===== config.mk =====
export PLATFORM = sky130hd
export DESIGN_NAME = flash_bus_frontend
export DESIGN_NICKNAME = d
export VERILOG_FILES = /design/src/rtl/flash_bus_frontend.sv
export SDC_FILE = /design/constraint.sdc
export NUM_CORES = 1
export LEC_CHECK = 0
export BUFFER_PORTS_ARGS = -buffer_cell sky130_fd_sc_hd__buf_2
export CORE_UTILIZATION = 30
export CTS_CLUSTER_DIAMETER = 120
export DETAILED_ROUTE_END_ITERATION = 8
export GPL_ROUTABILITY_DRIVEN = 0
export PLACE_DENSITY = 0.57
export SKIP_LAST_GASP = 1
export SLEW_MARGIN = 20
export SYNTH_ARGS = -nofsm -noshare
export SYNTH_HDL_FRONTEND = slang
export SYNTH_SLANG_ARGS = --single-unit

===== constraint.sdc =====
create_clock -name clk -period 4.3 [get_ports clk]
set_input_delay 0.86 -clock clk [delete_from_list [all_inputs] [get_ports clk]]
set_output_delay 0.86 -clock clk [all_outputs]
set_load 0.1 [all_outputs]

===== src/rtl/flash_bus_frontend.sv =====
module flash_bus_frontend #(
  parameter int AW = 18,
  parameter int CLK_PS = 4000,
  parameter int GLITCH_PS = 5000,
  parameter int IDLE_PS = 150000,
  parameter logic [7:0] MFR_CODE = 8'h20,
  parameter logic [7:0] DEV_CODE = 8'hB0
) (
  input  logic          clk,
  input  logic          rst_n,
  input  logic          ce_n,
  input  logic          we_n,
  input  logic          oe_n,
  input  logic [AW-1:0] addr,
  input  logic          id_hv,
  input  logic [7:0]    dq_in,
  output logic [7:0]    dq_out,
  output logic          dq_oe,
  output logic [AW-1:0] rd_addr,
  input  logic [7:0]    rd_data,
  output logic [1:0]    bus_op,
  output logic          standby,
  output logic          wr_valid,
  output logic [AW-1:0] wr_addr,
  output logic [7:0]    wr_data
);
  localparam int FILT_RAW = (GLITCH_PS + CLK_PS - 1) / CLK_PS;
  localparam int FILT = (FILT_RAW < 1) ? 1 : FILT_RAW;
  localparam int IDLE_RAW = (IDLE_PS + CLK_PS - 1) / CLK_PS;
  localparam int IDLE = (IDLE_RAW < 1) ? 1 : IDLE_RAW;
  localparam int FCW = (FILT < 2) ? 1 : $clog2(FILT);
  localparam int CW = $clog2(IDLE + 1);
  localparam int PW = AW + 9;
  localparam int SW = AW + 4;
  localparam logic [1:0] OP_STBY = 2'd0;
  localparam logic [1:0] OP_READ = 2'd1;
  localparam logic [1:0] OP_WRITE = 2'd2;
  localparam logic [1:0] OP_ODIS = 2'd3;

  // strobe bit order: 0 chip enable, 1 write enable, 2 output enable
  logic [2:0] s1, s2, f, f_nxt;

  always_ff @(posedge clk or negedge rst_n)
    if (!rst_n) begin
      s1 <= 3'b111;
      s2 <= 3'b111;
    end else begin
      s1 <= {oe_n, we_n, ce_n};
      s2 <= s1;
    end

  for (genvar g = 0; g < 3; g++) begin : g_filt
    logic [FCW-1:0] cnt;
    logic fr, hit;
    assign hit = (s2[g] != fr) && (cnt == FCW'(FILT - 1));
    assign f_nxt[g] = hit ? s2[g] : fr;
    assign f[g] = fr;
    always_ff @(posedge clk or negedge rst_n)
      if (!rst_n) begin
        fr <= 1'b1;
        cnt <= '0;
      end else begin
        fr <= f_nxt[g];
        if (s2[g] == fr || hit) cnt <= '0;
        else cnt <= cnt + 1'b1;
      end
  end

  logic [PW-1:0] pipe [FILT+1];
  always_ff @(posedge clk or negedge rst_n)
    if (!rst_n) begin
      for (int i = 0; i <= FILT; i++) pipe[i] <= '0;
    end else begin
      pipe[0] <= {id_hv, addr, dq_in};
      for (int i = 1; i <= FILT; i++) pipe[i] <= pipe[i-1];
    end

  logic          p_hv;
  logic [AW-1:0] p_addr;
  logic [7:0]    p_dq;
  assign {p_hv, p_addr, p_dq} = pipe[FILT];
  assign rd_addr = p_addr;

  logic wa, wa_n, wbad;
  assign wa   = !f[0] && !f[1];
  assign wa_n = !f_nxt[0] && !f_nxt[1];

  always_ff @(posedge clk or negedge rst_n)
    if (!rst_n) begin
      wr_valid <= 1'b0;
      wr_addr <= '0;
      wr_data <= '0;
      wbad <= 1'b0;
    end else begin
      wr_valid <= 1'b0;
      if (wa_n && !wa) begin
        wr_addr <= p_addr;
        wbad <= !f_nxt[2];
      end else if (wa_n && !f_nxt[2]) begin
        wbad <= 1'b1;
      end
      if (!wa_n && wa && !wbad && f_nxt[2]) begin
        wr_valid <= 1'b1;
        wr_data <= p_dq;
      end
    end

  always_comb begin
    if (f[0])       bus_op = OP_STBY;
    else if (!f[1]) bus_op = OP_WRITE;
    else if (!f[2]) bus_op = OP_READ;
    else            bus_op = OP_ODIS;
  end
  assign dq_oe = !f[0] && !f[2] && f[1];

  logic id_sel;
  assign id_sel = p_hv && !p_addr[1];
  always_ff @(posedge clk or negedge rst_n)
    if (!rst_n) dq_out <= '0;
    else dq_out <= id_sel ? (p_addr[0] ? DEV_CODE : MFR_CODE) : rd_data;

  logic [SW-1:0] snap, prev;
  logic [CW-1:0] idle_cnt;
  assign snap = {f, p_hv, p_addr};
  always_ff @(posedge clk or negedge rst_n)
    if (!rst_n) begin
      prev <= {3'b111, 1'b0, {AW{1'b0}}};
      idle_cnt <= '0;
    end else begin
      prev <= snap;
      if (snap != prev) idle_cnt <= '0;
      else if (idle_cnt != CW'(IDLE)) idle_cnt <= idle_cnt + 1'b1;
    end
  assign standby = (idle_cnt == CW'(IDLE));
endmodule


==> key figures, run 1 <==
Routing
  – DR DRC count: 0
  – Post-Route WL: 8320 µm
  – Total number of vias: 2,439
  – Avg WL per Cell: 13.5 µm
  – Drt pass-1 iters: 4
  – Post-route ant nets: 0
  – Vias per inst: 3.97
  – Violation count after the first detailed-route iteration: 84

Power
  – Pwr/cell area: 827 nW/µm²
  – Peak supply drop: 0.000361 V
  – Total chip power: 5.18 mW
  – Sw Share: 42.8%
  – Clk network pwr share: 28.1%
  – Gate power share: 35.6%
  – Sequential share of power: 36.2%
  – LEAKAGE: 2.93 nW
  – Cell Int Power: 2.97 mW
  – Sw power: 2.22 mW

Synth
  – Async SR Flop Fraction: 100%
  – Synth warn: 0
  – EDFF count, synth: 0
  – Commonest cells in the netlist: dfrtp_1, xor2_1, buf_4, dfstp_2
  – Register area share after synthesis: 77.7%
  – Top FF cell, synth: dfrtp_1
  – Syn Area/Cell: 17.6 µm²
  – Yosys top cell by area: dfrtp_1
  – Top-count cell post-synth: dfrtp_1
  – Top cell type's share of synthesized area: 71.4%
  – Post-Syn Instances: 288
  – Post-synthesis cell type count: 32
  – Area of the mapped netlist: 5080 µm²
  – #FFs+latches synth: 157
  – Synth top area cells: dfrtp_1, dfstp_2, xor2_1
  – Syn Nets: 330

STA
  – Minimum clock period: 2.71 ns
  – Tightest Pin Transition: 0.913 ns
  – Final Hold Violating Endpoints: 0
  – Setup violators final: 0
  – Slew margin rel.: 39.1%
  – Fmax: 369 MHz
  – RSZ-0062 raised after global routing: false
  – Max-slew violations: 0
  – Fin crit share: 63.0%
  – Setup Skew: 0.0128 ns
  – Final setup TNS: 0 ns

Finish
  – Syn-to-layout area delta: 23.4%
  – Final Util: 37.8%
  – Final cell count without fillers: 615
  – Nets: 424
  – N_diodes: 0
  – Post-route cell area: 6270 µm²
  – Ratio of cells with drive above 1 in the final layout: 42.5%

CTS
  – Worst skew pair latency: 0.42 ns
  – TritonCTS sink count: 157
  – TritonCTS clock tree: built
  – Clk buf depth: 2
  – Clock slew at reported path FFs: 0.06 ns
  – Post-CTS Hold Buffers: 0
  – Post-CTS Setup Inserts: 0
  – Root Driver: clkbuf_16
  – Clock buffer count from CTS: 17
  – Post-CTS resize count: 0
  – H-tree depth: 4

Setup path
  – Worst stage delay on the critical path: 0.47 ns
  – R2R Path End: idle_cnt[3]$_DFFE_PN0P_
  – Critical-path cell list: inv_1 > ha_1 > and4_1 > buf_2
  – CP startpoint kind: register
  – Worst r2r src: g_filt[1].fr$_DFF_PN1_
  – CP max-delay cell: buf_2
  – R2R setup slack: 2.38 ns
  – Critical Path Fanout Max: 6
  – Critical Path AT: 1.85 ns
  – Worst setup EP type: output port
  – CP Data Required Time: 3.44 ns
  – CP delay by family, top: buffers and inverters
  – Worst setup path class: register to output port
  – R2R depth: 4
  – Buffers and inverters on the worst path: 2

Die
  – Starting density of the core: 30.6%
  – Area of the die: 17,500 µm²
  – Core area: 16,600 µm²
  – FP Rows: 47
  – Die W: 132 µm
  – Overall die height: 132 µm
  – Num ports: 97

Global route
  – Global route overflow: 0
  – Initial antenna violation count: 0
  – All-Layer GR Usage: 10.9%
  – Largest net degree at the start of global routing: 103
  – Global-route wire length before repair: 14,200 µm
  – Vias in the first global route: 2,716

Placement
  – PortBufs: 96
  – Post-DP Area: 5680 µm²
  – Placed Instances: 583
  – DP HPWL: 5400 µm

Flow run
  – Number of max-cap violations: 0

Run status
  – Status: finished, final reports clean

Worst hold path
  – Min-delay worst type: register to register
  – Min-delay src: pipe[51]$_DFF_PN0_
  – Hold EP: rd_addr[16]$_DFF_PN0_
  – Worst Hold Depth: 0
## how the worst max path moves through the flow
stage	startpoint	endpoint	slack [ns]	depth (start not counted)
floorplan	g_filt[1].fr$_DFF_PN1_	dq_oe	1.21	3
finish	idle_cnt[0]$_DFFE_PN0P_	standby	1.59	4
global placement	idle_cnt[0]$_DFFE_PN0P_	standby	2.12	4
detailed placement	idle_cnt[0]$_DFFE_PN0P_	standby	2.03	4
global route	idle_cnt[0]$_DFFE_PN0P_	standby	1.50	4
CTS	idle_cnt[0]$_DFFE_PN0P_	standby	1.56	4
## placed cells by master (no fill, tap or decap), types with 3 or more instances in the layout
master      instances
clkbuf_16          17
mux2_4             11
nor2_1              6
xor2_1             23
mux2_2             11
and2_1              6
dfrtp_1           145
clkinvlp_4          4
nand2_1             6
mux2_1              6
inv_6               5
xnor2_1             7
nor4_1              6
nor3_1              4
inv_1               3
dfstp_2            12
nand3_1             3
buf_2              95
## sequential cells by signal, summed over array words and instances, names as in the netlist
| signal | count |
|---|---|
| s1 | 3 |
| g_filt.fr | 3 |
| s2 | 3 |
| pipe | 54 |
| idle_cnt | 6 |
| prev | 22 |
| rd_addr | 18 |
| wr_data | 8 |
| wr_valid | 1 |
| wr_addr | 18 |
| p_dq | 8 |
| p_hv | 1 |
| g_filt.cnt | 3 |
| dq_out | 8 |
| wbad | 1 |
## per-layer routing
layer	up-vias	GRT usage, %	wire length, µm
met5	-	0	0
met4	0	6.27	246
met3	20	4.11	365
met2	64	16.3	3910
met1	1235	13.5	3800
li1	1120	-	-
## cell families after synthesis
family | after synthesis | share of synthesized area [%]
DFF | 157 | 77.7
adders and majority gates | 2 | 0.493
buffers and inverters | 25 | 3.70
muxes | 29 | 7.22
and+or+nand+nor | 41 | 5.03
xor gates and xnor gates | 30 | 5.17
AOI/OAI and AO/OA | 4 | 0.739
## cell type report
type	count	area (µm²)
sequential	157	3940
tap	220	275
fill	1601	10300
clock buffer	19	453
multi-input combinational	106	947
inverter	3	11.3
clock inverter	13	129
timing repair buffer	97	507
## per-stage QoR
stage | hold slack, ns | setup WS [ns]
3_5_place_dp | 0.335 | 2.03
3_3_place_gp | 0.331 | 2.12
6_report | 0.345 | 1.59
5_1_grt | 0.353 | 1.50
2_1_floorplan | 0.331 | 1.21
4_1_cts | 0.347 | 1.56
## power groups by stage
stage	combinational, mW	clock (mW)	sequential [mW]
3_5_place_dp	1.87	0	1.91
6_report	1.85	1.46	1.88
2_1_floorplan	0.648	0	2.83
4_1_cts	1.87	1.52	1.88
5_1_grt	1.92	1.58	1.91
3_3_place_gp	1.85	0	1.90
Note: power is estimated with default switching activity, not from simulation.
==> run 2, diff against run 1 <==
PLACE_DENSITY = 0.58   (was 0.57)
clock period = 2.2 ns   (was 4.3 ns; I/O delays follow)
==> run 2 against run 1 <==
  * Critical path depth shrank 2
  * Total power increased by 93%
  * Sequential power up 95%
  * Worst hold slack worse by 0.22 ns
  * Utilization is 0.32 points higher
  * Flip-flop and latch count stayed put
  * Sequential share of layout area is 0.54 points lower
  * Die area did not move
  * Count of clock-buffer cells in the layout stayed put
  * Combinational power increased by 99%
  * Via count down 0.74%
==> key figures, run 2 (synthesis results as in run 1) <==
Run status
  – Status: finished, final reports clean

Global route
  – All-Layer GR Usage: 10.7% (-0.19 points)
  – Largest net degree at the start of global routing: 49 (-52%)
  – Vias in the first global route: 2,608 (-4.0%)
  – Global-route wire length before repair: 14,000 µm (-1.3%)
  – Global route overflow: 0 (unchanged)
  – Initial antenna violation count: 0 (unchanged)

CTS
  – Clock slew at reported path FFs: 0.06 ns (about the same)
  – TritonCTS clock tree: built
  – Clk buf depth: 2 (unchanged)
  – Worst skew pair latency: 0.41 ns (about the same)
  – H-tree depth: 4 (unchanged)
  – Clock buffer count from CTS: 17 (unchanged)
  – TritonCTS sink count: 157 (unchanged)
  – Root Driver: clkbuf_16

Die
  – Core area: 16,600 µm² (unchanged)
  – Num ports: 97 (unchanged)
  – Overall die height: 132 µm (unchanged)
  – Area of the die: 17,500 µm² (unchanged)
  – Die W: 132 µm (unchanged)
  – Starting density of the core: 30.6% (unchanged)
  – FP Rows: 47 (unchanged)

Finish
  – Largest Register: pipe
  – Max reg flops: 54 (unchanged)
  – Commonest non-fill, non-tap cell in the layout: dfrtp_1
  – Multi-input gate area: 953 µm² (+0.66%)
  – Nets: 433 (+2.1%)
  – Fillers: 1,587 (-0.87%)
  – Ratio of cells with drive above 1 in the final layout: 44.1% (+1.5 points)
  – Most frequent cells in the layout: dfrtp_1, buf_2, xor2_1, clkbuf_16, dfstp_2
  – Top flop regs: pipe (54), prev (22)
  – Reg area: 3940 µm² (unchanged)
  – N_diodes: 0 (unchanged)
  – Syn-to-layout area delta: 24.4%

Setup path
  – CP Data Required Time: 1.76 ns (-1.68 ns)
  – CP startpoint kind: register
  – Critical Path Fanout Max: 8 (+2)
  – Worst setup EP type: output port
  – Critical Path AT: 1.65 ns (-0.20 ns)
  – Worst setup path class: register to output port

Worst hold path
  – Min-delay worst type: input port to register

STA
  – Final Hold Violating Endpoints: 0 (unchanged)
  – RSZ-0062 raised after global routing: false
  – Tightest Pin Transition: 0.859 ns (-0.0546 ns)
  – Minimum clock period: 2.09 ns
  – Slew margin rel.: 42.5% (+3.4 points)
  – Setup ws final: 0.114 ns (-1.48 ns)
  – Max-slew violations: 0 (unchanged)
  – Final setup TNS: 0 ns (unchanged)
  – Setup Skew: 0.00903 ns (-0.00375 ns)
  – Fmax: 479 MHz
  – Setup violators final: 0 (unchanged)
  – Fin crit share: 94.8%

Power
  – LEAKAGE: 2.96 nW (+1.2%)
  – Peak supply drop: 0.000917 V (+150%)
  – Total chip power: 10.0 mW (+93%)
  – Pwr/cell area: 1580 nW/µm² (+91%)

Flow run
  – Number of max-cap violations: 0 (unchanged)

Routing
  – Post-route ant nets: 0 (unchanged)
  – Vias per inst: 3.88 (-2.2%)
  – Post-Route WL: 8330 µm (+0.13%)
  – Avg WL per Cell: 13.3 µm (-1.3%)
  – DR DRC count: 0 (unchanged)
  – Total number of vias: 2,421 (-0.74%)
  – Violation count after the first detailed-route iteration: 91 (+8.3%)
  – Drt pass-1 iters: 4 (unchanged)

Placement
  – PortBufs: 96 (unchanged)
  – DP HPWL: 5720 µm (+5.8%)
  – Pre-CTS setup slack: 0.286 ns (-1.74 ns)
## run 2: cell count changes in the layout (fill, tap and decap cells not counted), sizes merged
cell and delta:
buf +8, clkinvlp -2, clkinv +5, bufinv -1
inv -2, dlygate4sd3 +1
## run 2: critical path, cell delays in order (launching register included)
cell and delay [ns]:
dfstp_2 0.65, and2b_1 0.17, buf_2 0.43
## run 2: timing repair
action | 4_1_cts | 5_1_grt
hold buffers | 1 | 0
endpoints found under the setup margin | 2 | 2
gates cloned | 0 | 0
setup buffers | 0 | 4
hold endpoints to repair | 41 | 0
gates resized for setup | 2 | 2
## run 2: final cells by class
cell class / instances / area share, %
Sequential cell: 157 / 62.4
Multi-Input combinational cell: 106 / 15.1
Timing Repair Buffer: 106 / 9.27
Clock buffer: 19 / 7.01
Tap cell: 220 / 4.36
Clock inverter: 13 / 1.70
Inverter: 3 / 0.178
## run 2: final timing paths
| check | start | endpoint | slack (ns) | depth (start not counted) |
|---|---|---|---|---|
| setup / recovery | g_filt[1].fr$_DFF_PN1_ | bus_op[0] | 0.11 | 2 |
| hold / removal | ce_n | s1[0]$_DFF_PN1_ | 0.13 | 1 |
| setup reg to reg | g_filt[1].fr$_DFF_PN1_ | idle_cnt[3]$_DFFE_PN0P_ | 0.34 | 4 |
| hold reg to reg | pipe[44]$_DFF_PN0_ | rd_addr[9]$_DFF_PN0_ | 0.35 | 0 |
| max in group asynchronous | rst_n | dq_out[5]$_DFF_PN0_ | 0.96 | 3 |
| min in group asynchronous | rst_n | wr_data[1]$_DFFE_PN0P_ | 0.54 | 2 |
## run 2: report_power, final
part / switching, mW / internal, mW
clock network: 1.15 / 1.49
logic: 2.86 / 0.824
registers: 0.274 / 3.39
total: 4.29 / 5.71
## run 2: layer usage
layer | up-vias | global-route usage (%) | share of wire (%)
li1 | 1137 | - | -
met1 | 1218 | 13.5 | 45
met2 | 61 | 16.1 | 48
met3 | 5 | 4.42 | 5.6
met4 | 0 | 4.65 | 1.0
met5 | - | 0 | 0
## run 2: per-stage QoR
step	cell area, µm²	util [%]	hold slack, ns	cells
floorplan	5080	-	0.144	288
global placement	5720	34.5	0.331	587
detailed placement	5720	34.5	0.335	587
CTS	6280	37.9	0.102	620
global route	6320	38.1	0.100	624
finish	6320	38.1	0.126	624
